`src/rtl/pcm_slot_pkg.sv`:
```
package pcm_slot_pkg;

    localparam logic [7:0] CMD_TX = 8'h01;
    localparam logic [7:0] CMD_RX = 8'h02;

    typedef struct packed {
        logic       en;
        logic       ps;
        logic [5:0] slot;
    } slot_cfg_t;

    typedef enum logic {P_CMD, P_DATA} parse_state_t;
    typedef enum logic {C_IDLE, C_RUN} cnt_state_t;
    typedef enum logic [1:0] {A_IDLE, A_WAIT1, A_WAIT2} act_state_t;

endpackage

```
`src/rtl/pcm_ctl_parser.sv`:
```
module pcm_ctl_parser
    import pcm_slot_pkg::*;
(
    input  logic       clk,
    input  logic       rst_n,
    input  logic       cs_n,
    input  logic       shift,
    input  logic       sdi,
    output logic [1:0] wr,
    output logic [7:0] wr_byte
);

    parse_state_t st, st_nx;
    logic         dir_q, dir_nx;
    logic         cs_q;
    logic [3:0]   bit_cnt;
    logic [7:0]   sh;
    logic [1:0]   wr_nx;
    logic         cs_rise, byte_ok;

    always_ff @(posedge clk) begin
        if (!rst_n) begin
            st    <= P_CMD;
            dir_q <= 1'b0;
        end else begin
            st    <= st_nx;
            dir_q <= dir_nx;
        end
    end

    always_comb begin
        cs_rise = cs_n && !cs_q;
        byte_ok = (bit_cnt == 4'd8);
        st_nx   = st;
        dir_nx  = dir_q;
        wr_nx   = 2'b00;
        unique case (st)
            P_CMD: begin
                if (cs_rise && byte_ok && sh == CMD_TX) begin
                    st_nx  = P_DATA;
                    dir_nx = 1'b0;
                end else if (cs_rise && byte_ok && sh == CMD_RX) begin
                    st_nx  = P_DATA;
                    dir_nx = 1'b1;
                end
            end
            P_DATA: begin
                if (cs_rise) begin
                    st_nx = P_CMD;
                    if (byte_ok) wr_nx[dir_q] = 1'b1;
                end
            end
            default: st_nx = P_CMD;
        endcase
    end

    always_ff @(posedge clk) begin
        if (!rst_n) begin
            cs_q    <= 1'b1;
            bit_cnt <= 4'd0;
            sh      <= 8'd0;
            wr      <= 2'b00;
            wr_byte <= 8'd0;
        end else begin
            cs_q <= cs_n;
            wr   <= wr_nx;
            if (wr_nx != 2'b00) wr_byte <= sh;
            if (cs_n) begin
                bit_cnt <= 4'd0;
            end else if (shift) begin
                sh <= {sh[6:0], sdi};
                if (bit_cnt != 4'd9) bit_cnt <= bit_cnt + 4'd1;
            end
        end
    end

    // at most one direction is written per commit
    a_r10_one_dir: assert property (@(posedge clk) disable iff (!rst_n)
        $onehot0(wr));

    // a commit only follows a chip-select rise
    a_r10_after_cs: assert property (@(posedge clk) disable iff (!rst_n)
        (wr != 2'b00) |-> ($past(cs_n) && !$past(cs_q)));

endmodule

```
`src/rtl/pcm_dir_slot.sv`:
```
module pcm_dir_slot
    import pcm_slot_pkg::*;
#(
    parameter int SLOTS     = 64,
    parameter int BITS      = 8,
    parameter bit DUAL_PORT = 1'b1,
    localparam int BW       = $clog2(BITS)
) (
    input  logic          clk,
    input  logic          rst_n,
    input  logic          fs,
    input  logic          wr,
    input  logic [7:0]    wr_byte,
    output logic          match,
    output logic          port,
    output logic [BW-1:0] bit_idx,
    output logic          last_bit
);

    localparam logic [5:0]    LAST_SLOT = 6'(SLOTS - 1);
    localparam logic [BW-1:0] LAST_BIT  = BW'(BITS - 1);

    cnt_state_t    cst, cst_nx;
    act_state_t    ast, ast_nx;
    slot_cfg_t     act_cfg, pend_cfg;
    logic [5:0]    slot_cnt;
    logic [BW-1:0] bit_cnt;
    logic          end_of_frame, load_act;

    always_ff @(posedge clk) begin
        if (!rst_n) begin
            cst <= C_IDLE;
            ast <= A_IDLE;
        end else begin
            cst <= cst_nx;
            ast <= ast_nx;
        end
    end

    always_comb begin
        end_of_frame = (slot_cnt == LAST_SLOT) && (bit_cnt == LAST_BIT);
        unique case (cst)
            C_IDLE:  cst_nx = fs ? C_RUN : C_IDLE;
            C_RUN:   cst_nx = (!fs && end_of_frame) ? C_IDLE : C_RUN;
            default: cst_nx = C_IDLE;
        endcase
        load_act = 1'b0;
        unique case (ast)
            A_IDLE:  ast_nx = wr ? A_WAIT1 : A_IDLE;
            A_WAIT1: ast_nx = wr ? A_WAIT1 : (fs ? A_WAIT2 : A_WAIT1);
            A_WAIT2: begin
                ast_nx   = wr ? A_WAIT1 : (fs ? A_IDLE : A_WAIT2);
                load_act = fs && !wr;
            end
            default: ast_nx = A_IDLE;
        endcase
    end

    always_ff @(posedge clk) begin
        if (!rst_n) begin
            slot_cnt <= 6'd0;
            bit_cnt  <= '0;
            act_cfg  <= '0;
            pend_cfg <= '0;
        end else begin
            if (fs) begin
                slot_cnt <= 6'd0;
                bit_cnt  <= '0;
            end else if (cst == C_RUN) begin
                if (bit_cnt == LAST_BIT) begin
                    bit_cnt  <= '0;
                    slot_cnt <= slot_cnt + 6'd1;
                end else begin
                    bit_cnt <= bit_cnt + 1'b1;
                end
            end
            if (wr)       pend_cfg <= slot_cfg_t'(wr_byte);
            if (load_act) act_cfg  <= pend_cfg;
        end
    end

    always_comb begin
        match    = (cst == C_RUN) && act_cfg.en && (act_cfg.slot == slot_cnt);
        bit_idx  = bit_cnt;
        last_bit = (bit_cnt == LAST_BIT);
    end

    generate
        if (DUAL_PORT) begin : g_dual
            assign port = act_cfg.ps;
        end else begin : g_single
            assign port = 1'b0;
        end
    endgenerate

    // a sync pulse starts slot 0 bit 0 on the next cycle
    a_r9_fs_restarts: assert property (@(posedge clk) disable iff (!rst_n)
        fs |=> (cst == C_RUN && slot_cnt == 6'd0 && bit_cnt == '0));

    // a commit never changes the active setting at once
    a_r3_wr_defers: assert property (@(posedge clk) disable iff (!rst_n)
        wr |=> $stable(act_cfg));

    // the active setting only changes at a sync pulse
    a_r3_load_on_sync: assert property (@(posedge clk) disable iff (!rst_n)
        !$stable(act_cfg) |-> $past(fs));

    // the direction goes idle after the last bit of the last slot
    a_r2_idle_after_last: assert property (@(posedge clk) disable iff (!rst_n)
        (cst == C_RUN && end_of_frame && !fs) |=> (cst == C_IDLE && !match));

endmodule

```
`src/rtl/pcm_slot_ctrl.sv`:
```
module pcm_slot_ctrl
    import pcm_slot_pkg::*;
#(
    parameter int SLOTS     = 64,
    parameter int BITS      = 8,
    parameter bit DUAL_PORT = 1'b1
) (
    input  logic            clk,
    input  logic            rst_n,
    input  logic            ctl_cs_n,
    input  logic            ctl_shift,
    input  logic            ctl_sdi,
    input  logic            tx_fs,
    input  logic            rx_fs,
    input  logic [BITS-1:0] tx_byte,
    output logic            tx_dat,
    output logic [1:0]      tx_oe,
    input  logic [1:0]      rx_din,
    output logic [1:0]      rx_cap,
    output logic [BITS-1:0] rx_byte,
    output logic            rx_valid
);

    localparam int BW = $clog2(BITS);
    localparam int NDIR = 2;

    logic [NDIR-1:0] fs_v, wr_v, match_v, port_v, last_v;
    logic [BW-1:0]   bidx_v [NDIR];
    logic [7:0]      wr_byte;
    logic [BITS-1:0] rx_sh;
    logic            rx_bit;

    assign fs_v = {rx_fs, tx_fs};

    pcm_ctl_parser u_parser (
        .clk     (clk),
        .rst_n   (rst_n),
        .cs_n    (ctl_cs_n),
        .shift   (ctl_shift),
        .sdi     (ctl_sdi),
        .wr      (wr_v),
        .wr_byte (wr_byte)
    );

    generate
        for (genvar d = 0; d < NDIR; d++) begin : g_dir
            pcm_dir_slot #(
                .SLOTS     (SLOTS),
                .BITS      (BITS),
                .DUAL_PORT (DUAL_PORT)
            ) u_dir (
                .clk      (clk),
                .rst_n    (rst_n),
                .fs       (fs_v[d]),
                .wr       (wr_v[d]),
                .wr_byte  (wr_byte),
                .match    (match_v[d]),
                .port     (port_v[d]),
                .bit_idx  (bidx_v[d]),
                .last_bit (last_v[d])
            );
        end
    endgenerate

    always_comb begin
        tx_oe  = match_v[0] ? (port_v[0] ? 2'b10 : 2'b01) : 2'b00;
        tx_dat = match_v[0] ? tx_byte[BW'(BITS - 1) - bidx_v[0]] : 1'b0;
        rx_cap = match_v[1] ? (port_v[1] ? 2'b10 : 2'b01) : 2'b00;
        rx_bit = rx_din[port_v[1]];
    end

    always_ff @(posedge clk) begin
        if (!rst_n) begin
            rx_sh    <= '0;
            rx_byte  <= '0;
            rx_valid <= 1'b0;
        end else begin
            rx_valid <= 1'b0;
            if (match_v[1]) begin
                rx_sh <= {rx_sh[BITS-2:0], rx_bit};
                if (last_v[1]) begin
                    rx_byte  <= {rx_sh[BITS-2:0], rx_bit};
                    rx_valid <= 1'b1;
                end
            end
        end
    end

    // one transmit port at most
    a_r4_oe_onehot: assert property (@(posedge clk) disable iff (!rst_n)
        $onehot0(tx_oe));

    // one receive port at most
    a_r5_cap_onehot: assert property (@(posedge clk) disable iff (!rst_n)
        $onehot0(rx_cap));

    // a valid byte always follows a capture cycle
    a_r8_valid_after_cap: assert property (@(posedge clk) disable iff (!rst_n)
        rx_valid |-> ($past(rx_cap) != 2'b00));

    // no transmit data outside the slot
    a_r7_quiet_line: assert property (@(posedge clk) disable iff (!rst_n)
        (tx_oe == 2'b00) |-> !tx_dat);

endmodule

```
`config.mk`:
```
export PLATFORM = sky130hd
export DESIGN_NAME = pcm_slot_ctrl
export DESIGN_NICKNAME = d
export VERILOG_FILES = /design/src/rtl/pcm_slot_pkg.sv /design/src/rtl/pcm_ctl_parser.sv /design/src/rtl/pcm_dir_slot.sv /design/src/rtl/pcm_slot_ctrl.sv
export SDC_FILE = /design/constraint.sdc
export NUM_CORES = 1
export LEC_CHECK = 0
export ABC_AREA = 1
export BUFFER_PORTS_ARGS = -buffer_cell sky130_fd_sc_hd__buf_2
export CORE_MARGIN = 2
export CORE_UTILIZATION = 38
export CTS_CLUSTER_DIAMETER = 40
export DETAILED_ROUTE_END_ITERATION = 8
export GPL_ROUTABILITY_DRIVEN = 0
export PLACE_DENSITY = 0.66
export SETUP_SLACK_MARGIN = 0.3
export SLEW_MARGIN = 20
export SYNTH_ARGS = -nofsm -noshare
export SYNTH_HDL_FRONTEND = slang
export SYNTH_SLANG_ARGS = --single-unit
```
`constraint.sdc`:
```
create_clock -name clk -period 2.8 [get_ports clk]
set_clock_uncertainty 0.2 [all_clocks]
set_input_delay 0.14 -clock clk [delete_from_list [all_inputs] [get_ports clk]]
set_output_delay 0.14 -clock clk [all_outputs]
set_load 0.02 [all_outputs]
```
==> results.json <==
{
  "status": "finished clean",
  "rows": 37,
  "cp_data_required_time_ps": 2460,
  "htreeDepth": 3,
  "slew_viol_final": 0,
  "ys_ff_latch": 97,
  "path_clk_slew_ps": 90,
  "ff2ff_setup_slack_ps": 650,
  "syn_area_sq_um": 3980,
  "yosysSeqAreaShare_pct": 48.8,
  "cts_tree": "done",
  "routed_wl_mm": 8.03,
  "min_period_ps": 2270,
  "final_cell_mix": "dfxtp_1, nor2_1, o21ai_0",
  "crit_type": "reg -> out",
  "final_common_cell": "dfxtp_1",
  "port_buffers": 30,
  "async_flop_share_pct": 0,
  "ir_drop_v": 0.000291,
  "p_total_mw": 2.56,
  "r2r_end": "g_dir[1].u_dir.slot_cnt[5]",
  "min_from": "rx_din[1]",
  "dp_hpwl_mm": 5.73,
  "clock-sinks": 97,
  "cts_hold_buffers": 6,
  "ff_latch_area_sq_um": 1940,
  "cp-end-kind": "output pin",
  "synth_enable_flop_cells": 0,
  "post_cts_buffers": 0,
  "yosys_warnings": 0,
  "crit_arrival_ps": 1930,
  "grt_pass1_vias": 3183,
  "grt_max_degree": 39,
  "grt_usage_pct": 15.0,
  "clock_path_buffers": 2,
  "setup_tns_ps": 0,
  "synth_top_area_share_pct": 48.8,
  "finalNetCount": 590,
  "grt_pass1_wl_mm": 13.8,
  "diodes": 0,
  "fmax_ghz": 0.440,
  "synth_nets": 558,
  "power.leakage_nw": 1.94,
  "initial_core_util_pct": 38.9,
  "rr_worst_depth": 9,
  "cts-buffers-inserted": 9,
  "rsz0062_at_grt": "false",
  "clock_latency_ps": 360,
  "nFillCells": 1064,
  "multiInputGateArea_sq_um": 1720,
  "grt-ovfl-total": 0,
  "setup_viol": 0,
  "syn_inst": 532,
  "die_area_sq_um": 11300,
  "holdPathEnd": "rx_sh[0]",
  "die_w_microns": 106,
  "yosys-top-cells-area": "dfxtp_1, nor2_1, o21ai_0, a21oi_1, nand2_1",
  "syn_avg_cell_area_sq_um": 7.48,
  "maxSlewHeadroom_pct": 60.6,
  "hold_depth": 6,
  "p_per_area_nw_per_um2": 566,
  "worstHoldPathType": "in -> reg",
  "critPathMaxFanout": 19,
  "wl_per_cell_microns": 11.4,
  "ctsResizeCount": 0,
  "yosysTopAreaCell": "dfxtp_1",
  "syn_to_final_growth_pct": 13.8,
  "drt_iter0_drc": 138,
  "dr.pass1.iters": 5,
  "r2r_start": "g_dir[1].u_dir.bit_idx[0]",
  "synth_ff_type": "dfxtp_1",
  "maxCapViolations": 0,
  "start_kind": "register",
  "core_sq_um": 10200,
  "via_count": 3390,
  "synth_cell_types": 31,
  "period_share_pct": 81.1,
  "antenna_found_initial": 0,
  "drtAntennaViolNets": 0,
  "drive_above_1_share_pct": 10.2,
  "die_y_microns": 106,
  "drc": 0,
  "cts_root_buf": "clkbuf_8",
  "io_pins": 31,
  "worst-slew-pin-transition_ps": 591,
  "hold_viol_final": 0,
  "via_per_inst": 4.82
}
## worst max path at each step
stage	from	end	slack, ps	cells after the start
2_1_floorplan	g_dir[1].u_dir.cst	rx_cap[0]	1200	6
3_3_place_gp	g_dir[1].u_dir.bit_idx[0]	g_dir[1].u_dir.slot_cnt[5]	800	9
3_5_place_dp	g_dir[1].u_dir.bit_idx[0]	g_dir[1].u_dir.slot_cnt[5]	690	9
4_1_cts	g_dir[1].u_dir.cst	rx_cap[0]	540	7
5_1_grt	g_dir[1].u_dir.slot_cnt[0]	rx_cap[0]	360	9
6_report	g_dir[1].u_dir.cst	rx_cap[0]	530	7
## sequential cells by signal, summed over array words and instances (netlist names)
| signal | count |
|---|---|
| g_dir.u_dir.ast | 4 |
| u_parser.wr_byte | 8 |
| g_dir.u_dir.cst | 2 |
| g_dir.u_dir.bit_idx | 6 |
| g_dir.u_dir.slot_cnt | 12 |
| g_dir.u_dir.pend_cfg | 16 |
| u_parser.st | 1 |
| u_parser.sh | 8 |
| rx_sh | 7 |
| u_parser.cs_q | 1 |
| u_parser.bit_cnt | 4 |
| rx_byte | 8 |
| g_dir.u_dir.act_cfg | 14 |
| u_parser.wr | 2 |
| u_parser.dir_q | 1 |
| rx_valid | 1 |
| g_dir.u_dir.port | 2 |
## critical path, stage by stage (launching register included)
cell     delay, ps
dfxtp_1        470
nand2_1        100
a21oi_2        150
nand3_2        150
nor2_8         280
inv_2          140
nor2_1         130
buf_2          180
## per-layer routing
metal | GRT usage, % | routed length (microns) | vias to the layer above
li1 | - | - | 1793
met1 | 18.6 | 3880 | 1545
met2 | 24.6 | 3690 | 42
met3 | 3.62 | 351 | 10
met4 | 6.48 | 112 | 0
met5 | 0 | 0 | -
## Yosys cell counts, types with 3 or more instances
cell type  instances
a211oi_1           4
a21oi_1           51
clkbuf_1          12
dfxtp_1           97
ha_1               9
inv_1             59
inv_2              5
nand2_1           62
nand3_1           25
nand4_1            9
nor2_1            96
nor3_1             8
o21ai_0           70
o21ai_1            3
xnor2_1            3
## cells by family (layout without fill, tap and decap cells)
logic type,count (synthesis),count (layout),synth area share (%)
buffers and inverters,82,117,8.08
xor gates and xnor gates,4,4,0.881
AOI/OAI and AO/OA,132,132,17.2
and+or+nand+nor,208,208,22.2
adders and majority gates,9,9,2.83
DFF,97,97,48.8
## final cells by class
class / instances / share of cell area [%]
repair buffers: 38 / 4.98
inverters: 65 / 5.39
multi-input cells: 353 / 37.9
flip-flops and latches: 97 / 42.9
clock inverters: 5 / 2.35
clock buffers: 9 / 2.74
well taps: 136 / 3.76
## report_power, final
group          internal, mW  switching (mW)  total (mW)
logic                0.0382          0.0634       0.102
registers              1.39          0.0117        1.40
clock network         0.585           0.469        1.05
## through the flow
stage               cells  setup slack, ps  util (%)  cell area, sq um  hold WS (ps)
detailed placement    683              693      41.4              4240           207
CTS                   703              540      44.2              4530          57.2
floorplan             532             1200         -              3980          66.4
global route          703              356      44.2              4530           105
global placement      683              799      41.4              4240           200
finish                703              528      44.2              4530          55.1
Power figures use the tool's default switching activity.
